==> config.mk <==
export PLATFORM = sky130hd
export DESIGN_NAME = lp_adc_seq
export DESIGN_NICKNAME = d
export VERILOG_FILES = /design/src/rtl/lp_adc_seq_pkg.sv /design/src/rtl/lp_adc_seq_timer.sv /design/src/rtl/lp_adc_seq_run_cnt.sv /design/src/rtl/lp_adc_seq.sv
export SDC_FILE = /design/constraint.sdc
export NUM_CORES = 1
export LEC_CHECK = 0
export CORE_ASPECT_RATIO = 2
export CORE_MARGIN = 8
export CORE_UTILIZATION = 58
export CTS_CLUSTER_SIZE = 20
export DETAILED_ROUTE_END_ITERATION = 6
export HOLD_SLACK_MARGIN = 0.12
export PLACE_DENSITY = 0.86
export REMOVE_ABC_BUFFERS = 1
export SLEW_MARGIN = 25
export SYNTH_ARGS = -nofsm -noshare
export SYNTH_HDL_FRONTEND = slang
export SYNTH_SLANG_ARGS = --single-unit
==> constraint.sdc <==
create_clock -name clk_i -period 8.85 [get_ports clk_i]
set_input_delay 1.77 -clock clk_i [delete_from_list [all_inputs] [get_ports clk_i]]
set_output_delay 1.77 -clock clk_i [all_outputs]
set_load 0.1 [all_outputs]
==> src/rtl/lp_adc_seq_pkg.sv <==
package lp_adc_seq_pkg;
  typedef enum logic [2:0] {
    ST_OFF, ST_PWRUP, ST_SETTLE, ST_SAMPLE, ST_SLEEP, ST_DONE
  } seq_state_e;
endpackage

==> src/rtl/lp_adc_seq_timer.sv <==
module lp_adc_seq_timer #(
  parameter int unsigned W = 24
) (
  input  logic         clk_i,
  input  logic         rst_ni,
  input  logic         clr_i,
  input  logic [W-1:0] limit_i,
  output logic         hit_o
);
  logic [W-1:0] cnt_q;

  always_ff @(posedge clk_i or negedge rst_ni) begin
    if (!rst_ni)    cnt_q <= '0;
    else if (clr_i) cnt_q <= '0;
    else            cnt_q <= cnt_q + 1'b1;
  end

  assign hit_o = (cnt_q == limit_i);
endmodule

==> src/rtl/lp_adc_seq_run_cnt.sv <==
module lp_adc_seq_run_cnt #(
  parameter int unsigned W = 16
) (
  input  logic         clk_i,
  input  logic         rst_ni,
  input  logic         clr_i,
  input  logic         inc_i,
  input  logic [W-1:0] limit_i,
  output logic         reach_o
);
  logic [W-1:0] cnt_q;
  logic [W:0]   nxt;

  assign nxt     = {1'b0, cnt_q} + {{W{1'b0}}, 1'b1};
  // limit 0 behaves like 1
  assign reach_o = nxt >= {1'b0, limit_i};

  always_ff @(posedge clk_i or negedge rst_ni) begin
    if (!rst_ni)    cnt_q <= '0;
    else if (clr_i) cnt_q <= '0;
    else if (inc_i) cnt_q <= nxt[W-1:0];
  end
endmodule

==> src/rtl/lp_adc_seq.sv <==
module lp_adc_seq
  import lp_adc_seq_pkg::*;
#(
  parameter int unsigned NUM_CH = 2,
  parameter int unsigned PWR_W  = 4,
  parameter int unsigned WAKE_W = 24,
  parameter int unsigned LP_W   = 8,
  parameter int unsigned NP_W   = 16
) (
  input  logic              clk_i,
  input  logic              rst_ni,
  input  logic              enable_i,
  input  logic              sw_rst_i,
  input  logic              lp_mode_i,
  input  logic              oneshot_i,
  input  logic [PWR_W-1:0]  pwrup_time_i,
  input  logic [WAKE_W-1:0] wakeup_time_i,
  input  logic [LP_W-1:0]   lp_count_i,
  input  logic [NP_W-1:0]   np_count_i,
  input  logic              data_valid_i,
  input  logic              match_i,
  output logic              pd_o,
  output logic [NUM_CH-1:0] chan_o,
  output logic              match_done_o,
  output logic              oneshot_done_o
);
  localparam int unsigned CH_W  = (NUM_CH > 1) ? $clog2(NUM_CH) : 1;
  localparam int unsigned CNT_W = (NP_W > LP_W) ? NP_W : LP_W;
  localparam int unsigned TMR_W = (WAKE_W > PWR_W) ? WAKE_W : PWR_W;
  localparam logic [CH_W-1:0] LAST_CH = CH_W'(NUM_CH - 1);

  seq_state_e      state_q, state_d;
  logic [CH_W-1:0] ch_q, ch_d;
  logic            acc_q, acc_d;
  logic            lp_phase_q, lp_phase_d;
  logic            md_d, od_d;
  logic            halt, round_ok, tmr_hit, reach, cnt_clr, cnt_inc;
  logic [TMR_W-1:0] tmr_limit;
  logic [CNT_W-1:0] cnt_limit;

  assign halt      = !enable_i || sw_rst_i;
  assign round_ok  = (ch_q == '0) ? match_i : (acc_q & match_i);
  assign tmr_limit = (state_q == ST_PWRUP) ? TMR_W'(pwrup_time_i) : TMR_W'(wakeup_time_i);
  assign cnt_limit = lp_phase_q ? CNT_W'(lp_count_i) : CNT_W'(np_count_i);

  lp_adc_seq_timer #(.W(TMR_W)) u_timer (
    .clk_i   (clk_i),
    .rst_ni  (rst_ni),
    .clr_i   (state_d != state_q),
    .limit_i (tmr_limit),
    .hit_o   (tmr_hit)
  );

  lp_adc_seq_run_cnt #(.W(CNT_W)) u_run_cnt (
    .clk_i   (clk_i),
    .rst_ni  (rst_ni),
    .clr_i   (cnt_clr),
    .inc_i   (cnt_inc),
    .limit_i (cnt_limit),
    .reach_o (reach)
  );

  always_comb begin
    state_d    = state_q;
    ch_d       = ch_q;
    acc_d      = acc_q;
    lp_phase_d = lp_phase_q;
    md_d       = 1'b0;
    od_d       = 1'b0;
    cnt_clr    = 1'b0;
    cnt_inc    = 1'b0;
    if (halt) begin
      state_d = ST_OFF;
      ch_d    = '0;
      cnt_clr = 1'b1;
    end else begin
      unique case (state_q)
        ST_OFF: begin
          state_d    = ST_PWRUP;
          lp_phase_d = lp_mode_i;
          cnt_clr    = 1'b1;
        end
        ST_PWRUP:  if (tmr_hit) state_d = ST_SETTLE;
        ST_SETTLE: begin
          state_d = ST_SAMPLE;
          ch_d    = '0;
        end
        ST_SAMPLE: if (data_valid_i) begin
          acc_d = round_ok;
          if (ch_q != LAST_CH) begin
            ch_d = ch_q + 1'b1;
          end else begin
            ch_d = '0;
            if (oneshot_i) begin
              od_d    = 1'b1;
              state_d = ST_DONE;
            end else if (!round_ok) begin
              cnt_clr = 1'b1;
              if (lp_mode_i) begin
                lp_phase_d = 1'b1;
                state_d    = ST_SLEEP;
              end
            end else if (reach) begin
              cnt_clr = 1'b1;
              if (lp_phase_q) lp_phase_d = 1'b0;  // stay powered
              else            md_d       = 1'b1;
            end else begin
              cnt_inc = 1'b1;
              if (lp_phase_q) state_d = ST_SLEEP;
            end
          end
        end
        ST_SLEEP: if (tmr_hit) state_d = ST_PWRUP;
        ST_DONE:  state_d = ST_DONE;
        default:  state_d = ST_OFF;
      endcase
    end
  end

  always_ff @(posedge clk_i or negedge rst_ni) begin
    if (!rst_ni) begin
      state_q        <= ST_OFF;
      ch_q           <= '0;
      acc_q          <= 1'b0;
      lp_phase_q     <= 1'b0;
      match_done_o   <= 1'b0;
      oneshot_done_o <= 1'b0;
    end else begin
      state_q        <= state_d;
      ch_q           <= ch_d;
      acc_q          <= acc_d;
      lp_phase_q     <= lp_phase_d;
      match_done_o   <= md_d;
      oneshot_done_o <= od_d;
    end
  end

  assign pd_o = (state_q == ST_OFF) || (state_q == ST_SLEEP) || (state_q == ST_DONE);

  for (genvar g = 0; g < NUM_CH; g++) begin : g_chan
    assign chan_o[g] = (state_q == ST_SAMPLE) && (ch_q == CH_W'(g));
  end
endmodule

==> results.toml <==
[status]
status = "finished clean"

[timing]
relSlewSlack_pct = 34.8
fmax_mhz = 202
worst_slew_pin_slew_ps = 978
fin_tns_setup_ps = 0
fin_crit_sh_pct = 55.8
layout_min_cycle_time_ps = 4940
skew_ps = 7.70
grt_setup_unrepaired = "false"
setup_viol = 0
drv_slew = 0
hold_viol_final = 0

[grt]
grt_use_met2_pct = 40.1
met3_usage_pct = 3.38
grt_max_degree = 26
antenna_found_initial = 0
grtUsageMet1_pct = 20.9
grt_overflow = 0
grt.total_usage_pct = 21.0
grt_pass1_wl_um = 16300
grt_pass1_vias = 3531
grt.busiest_layer = "met2"

[power_and_ir_drop]
clkPwrFrac_pct = 39.5
p_leak_nw = 1.93
pwr_density_cell_nw_per_um2 = 119
swShare_pct = 25.0
ir_worst_vdd_mv = 0.134
combPwrFrac_pct = 17.4
p_seq_share_pct = 43.1
p_switching_mw = 0.137
internal-power_mw = 0.409

[clock_tree]
clk_pin_slew_worst_paths_ps = 70
cts_root_buffer = "clkbuf_16"
cts_setup_buffers = 0
ctsResizeCount = 0
numCtsBuffers = 5
hold_buffers = 0
cts_tree = "built"
numClockSinks = 48
htreeDepth = 2
clk-insertion-delay-late_ps = 290
cts_buffer_depth = 2

[synth]
ys_seq_area_share_pct = 32.0
synthXorXnorAreaFrac_pct = 15.2
synth-seq-cells = 48
netlist_instances = 413
synth_compound_gate_area_share_pct = 14.4
synth_mux_area_share_pct = 4.11
avgSynthCellArea_sq_um = 9.08
synth_top_family_by_area = "simple AND/OR/NAND/NOR gates"
async_reset_ff_share_pct = 100
synth_edf_count = 0
syn_area_sq_um = 3750
yosys.area_share.simple_pct = 23.6
synth.yosys.warnings = 0
post_synth_fa_ha_maj_area_fraction_pct = 6.01
ys.flop_type = "dfrtp_1"
ys_types = 46

[placed_design]
post_dp_cell_area_sq_um = 4400
gp_congestion = 0.872
dpl.hpwl_um = 7250
io_buffers = 64

[critical_path]
cp-start-kind = "flop"
cp.arrival_ps = 5060
criticalPathCategory = "reg2reg"
endpoint_kind = "flop"
cp_max_fo = 24
cp.required_ps = 8970

[floorplan]
die_area_sq_um = 9450
start_util_pct = 59.9
fp.dieW_um = 72.8
core_sq_um = 6260
die_y_um = 130
rows = 41
ios = 65

[final_layout]
final_common_cell = "clkdlybuf4s50_1"
antenna-diode-count = 0
nets = 545
post-route-util_pct = 73.2
syn2layout_area_growth_pct = 22.3
final_cell_mix = "63 x clkdlybuf4s50_1, 48 x xor2_1, 48 x dfrtp_1, 36 x nor2_1, 30 x a21oi_1"
drive_gt1_share_pct = 5.13
fill_cells = 471
finalInstanceArea_sq_um = 4580

[routing]
antenna_left = 0
wl_um = 9430
dr.pass1.iters = 4
viasPerCell = 6.09
drtIter0Drc = 182
drc = 0
num_vias = 3373
detail_route.wl_per_cell_um = 17.0

[flow_run]
drv_cap = 0

[min_path]
hp-class = "reg2reg"
worst paths after layout:
check	startpoint	to	slack, ps	depth (start not counted)
worst max-delay path	u_run_cnt.cnt_q[2]	u_timer.cnt_q[1]	3910	14
min in group asynchronous	rst_ni	u_timer.cnt_q[15]	1390	1
max in group asynchronous	rst_ni	u_run_cnt.cnt_q[15]	6870	3
worst min-delay path	acc_q	acc_q	540	1
worst min register to register	acc_q	acc_q	540	1
worst max register to register	u_run_cnt.cnt_q[2]	u_timer.cnt_q[1]	3910	14
critical path, cell delays in order, from the launching register on:
cell and delay [ps]:
dfrtp_1 420, nand3_1 210, nor4_1 860, nand3_1 270, nor2_1 210, xor2_1 170
ha_1 250, and3_1 160, a221oi_1 280, o21ai_0 160, a211oi_2 220, buf_4 260
a311o_1 250, a311o_1 840, a21boi_0 200
through the flow:
step | power [mW] | cells | setup slack (ps) | hold slack, ps
5_1_grt | 0.570 | 554 | 3490 | 556
3_3_place_gp | 0.326 | 543 | 3810 | 490
3_5_place_dp | 0.333 | 545 | 3710 | 527
2_1_floorplan | 0.282 | 392 | 3780 | 481
6_report | 0.546 | 554 | 3910 | 536
4_1_cts | 0.548 | 553 | 3960 | 542
flip-flops by register name, summed over array words and instances (netlist names):
signal / flops
acc_q: 1
match_done_o: 1
u_timer.cnt_q: 24
lp_phase_q: 1
ch_q: 1
u_run_cnt.cnt_q: 16
state_q: 3
oneshot_done_o: 1
synthesized netlist by cell type (4+ instances only):
master | number | share of area, %
nand2b_1 | 10 | 1.7
nor2_1 | 36 | 3.6
and4_1 | 5 | 1.2
nor4bb_1 | 9 | 2.4
clkbuf_1 | 11 | 1.1
inv_1 | 5 | 0.50
and3_1 | 13 | 2.2
o32ai_1 | 9 | 2.1
a21oi_1 | 30 | 4.0
buf_4 | 4 | 0.80
o21ai_0 | 4 | 0.53
nand3_1 | 28 | 3.7
a21o_1 | 6 | 1.2
dfrtp_1 | 48 | 32
ha_1 | 18 | 6.0
xor2_1 | 48 | 11
xnor2_1 | 17 | 4.0
nand2_1 | 22 | 2.2
nor3_1 | 20 | 2.7
mux2i_1 | 12 | 3.2
nand4_1 | 7 | 1.2
a31oi_1 | 12 | 2.0
power groups by stage:
stage / Clock (mW) / Sequential (mW) / Combinational (mW)
after detailed placement: 0 / 0.239 / 0.0946
after global routing: 0.228 / 0.237 / 0.105
after CTS: 0.218 / 0.235 / 0.0951
after global placement: 0 / 0.239 / 0.0880
after floorplan: 0 / 0.236 / 0.0470
final: 0.216 / 0.235 / 0.0950
logic make-up after synthesis:
kind of cell	Yosys count
mux	15
flops	48
simple gates	162
compound gates	79
fa+ha+maj	18
xor+xnor	65
buf+inv	26
metal layers:
metal	up-vias	part of all wire [%]
li1	1624	-
met1	1632	36
met2	93	57
met3	24	3.8
met4	0	3.9
met5	-	0
area by class of cell:
class                      count  area (sq um)  area share (%)
tap                           86           108            2.35
timing repair buffer          68           709            15.5
clock buffer                   5           125            2.73
clock inverter                 3          42.5           0.928
sequential                    48          1200            26.2
multi-input combinational    339          2380            51.9
inverter                       5          18.8           0.410
Power figures use the tool's default switching activity.
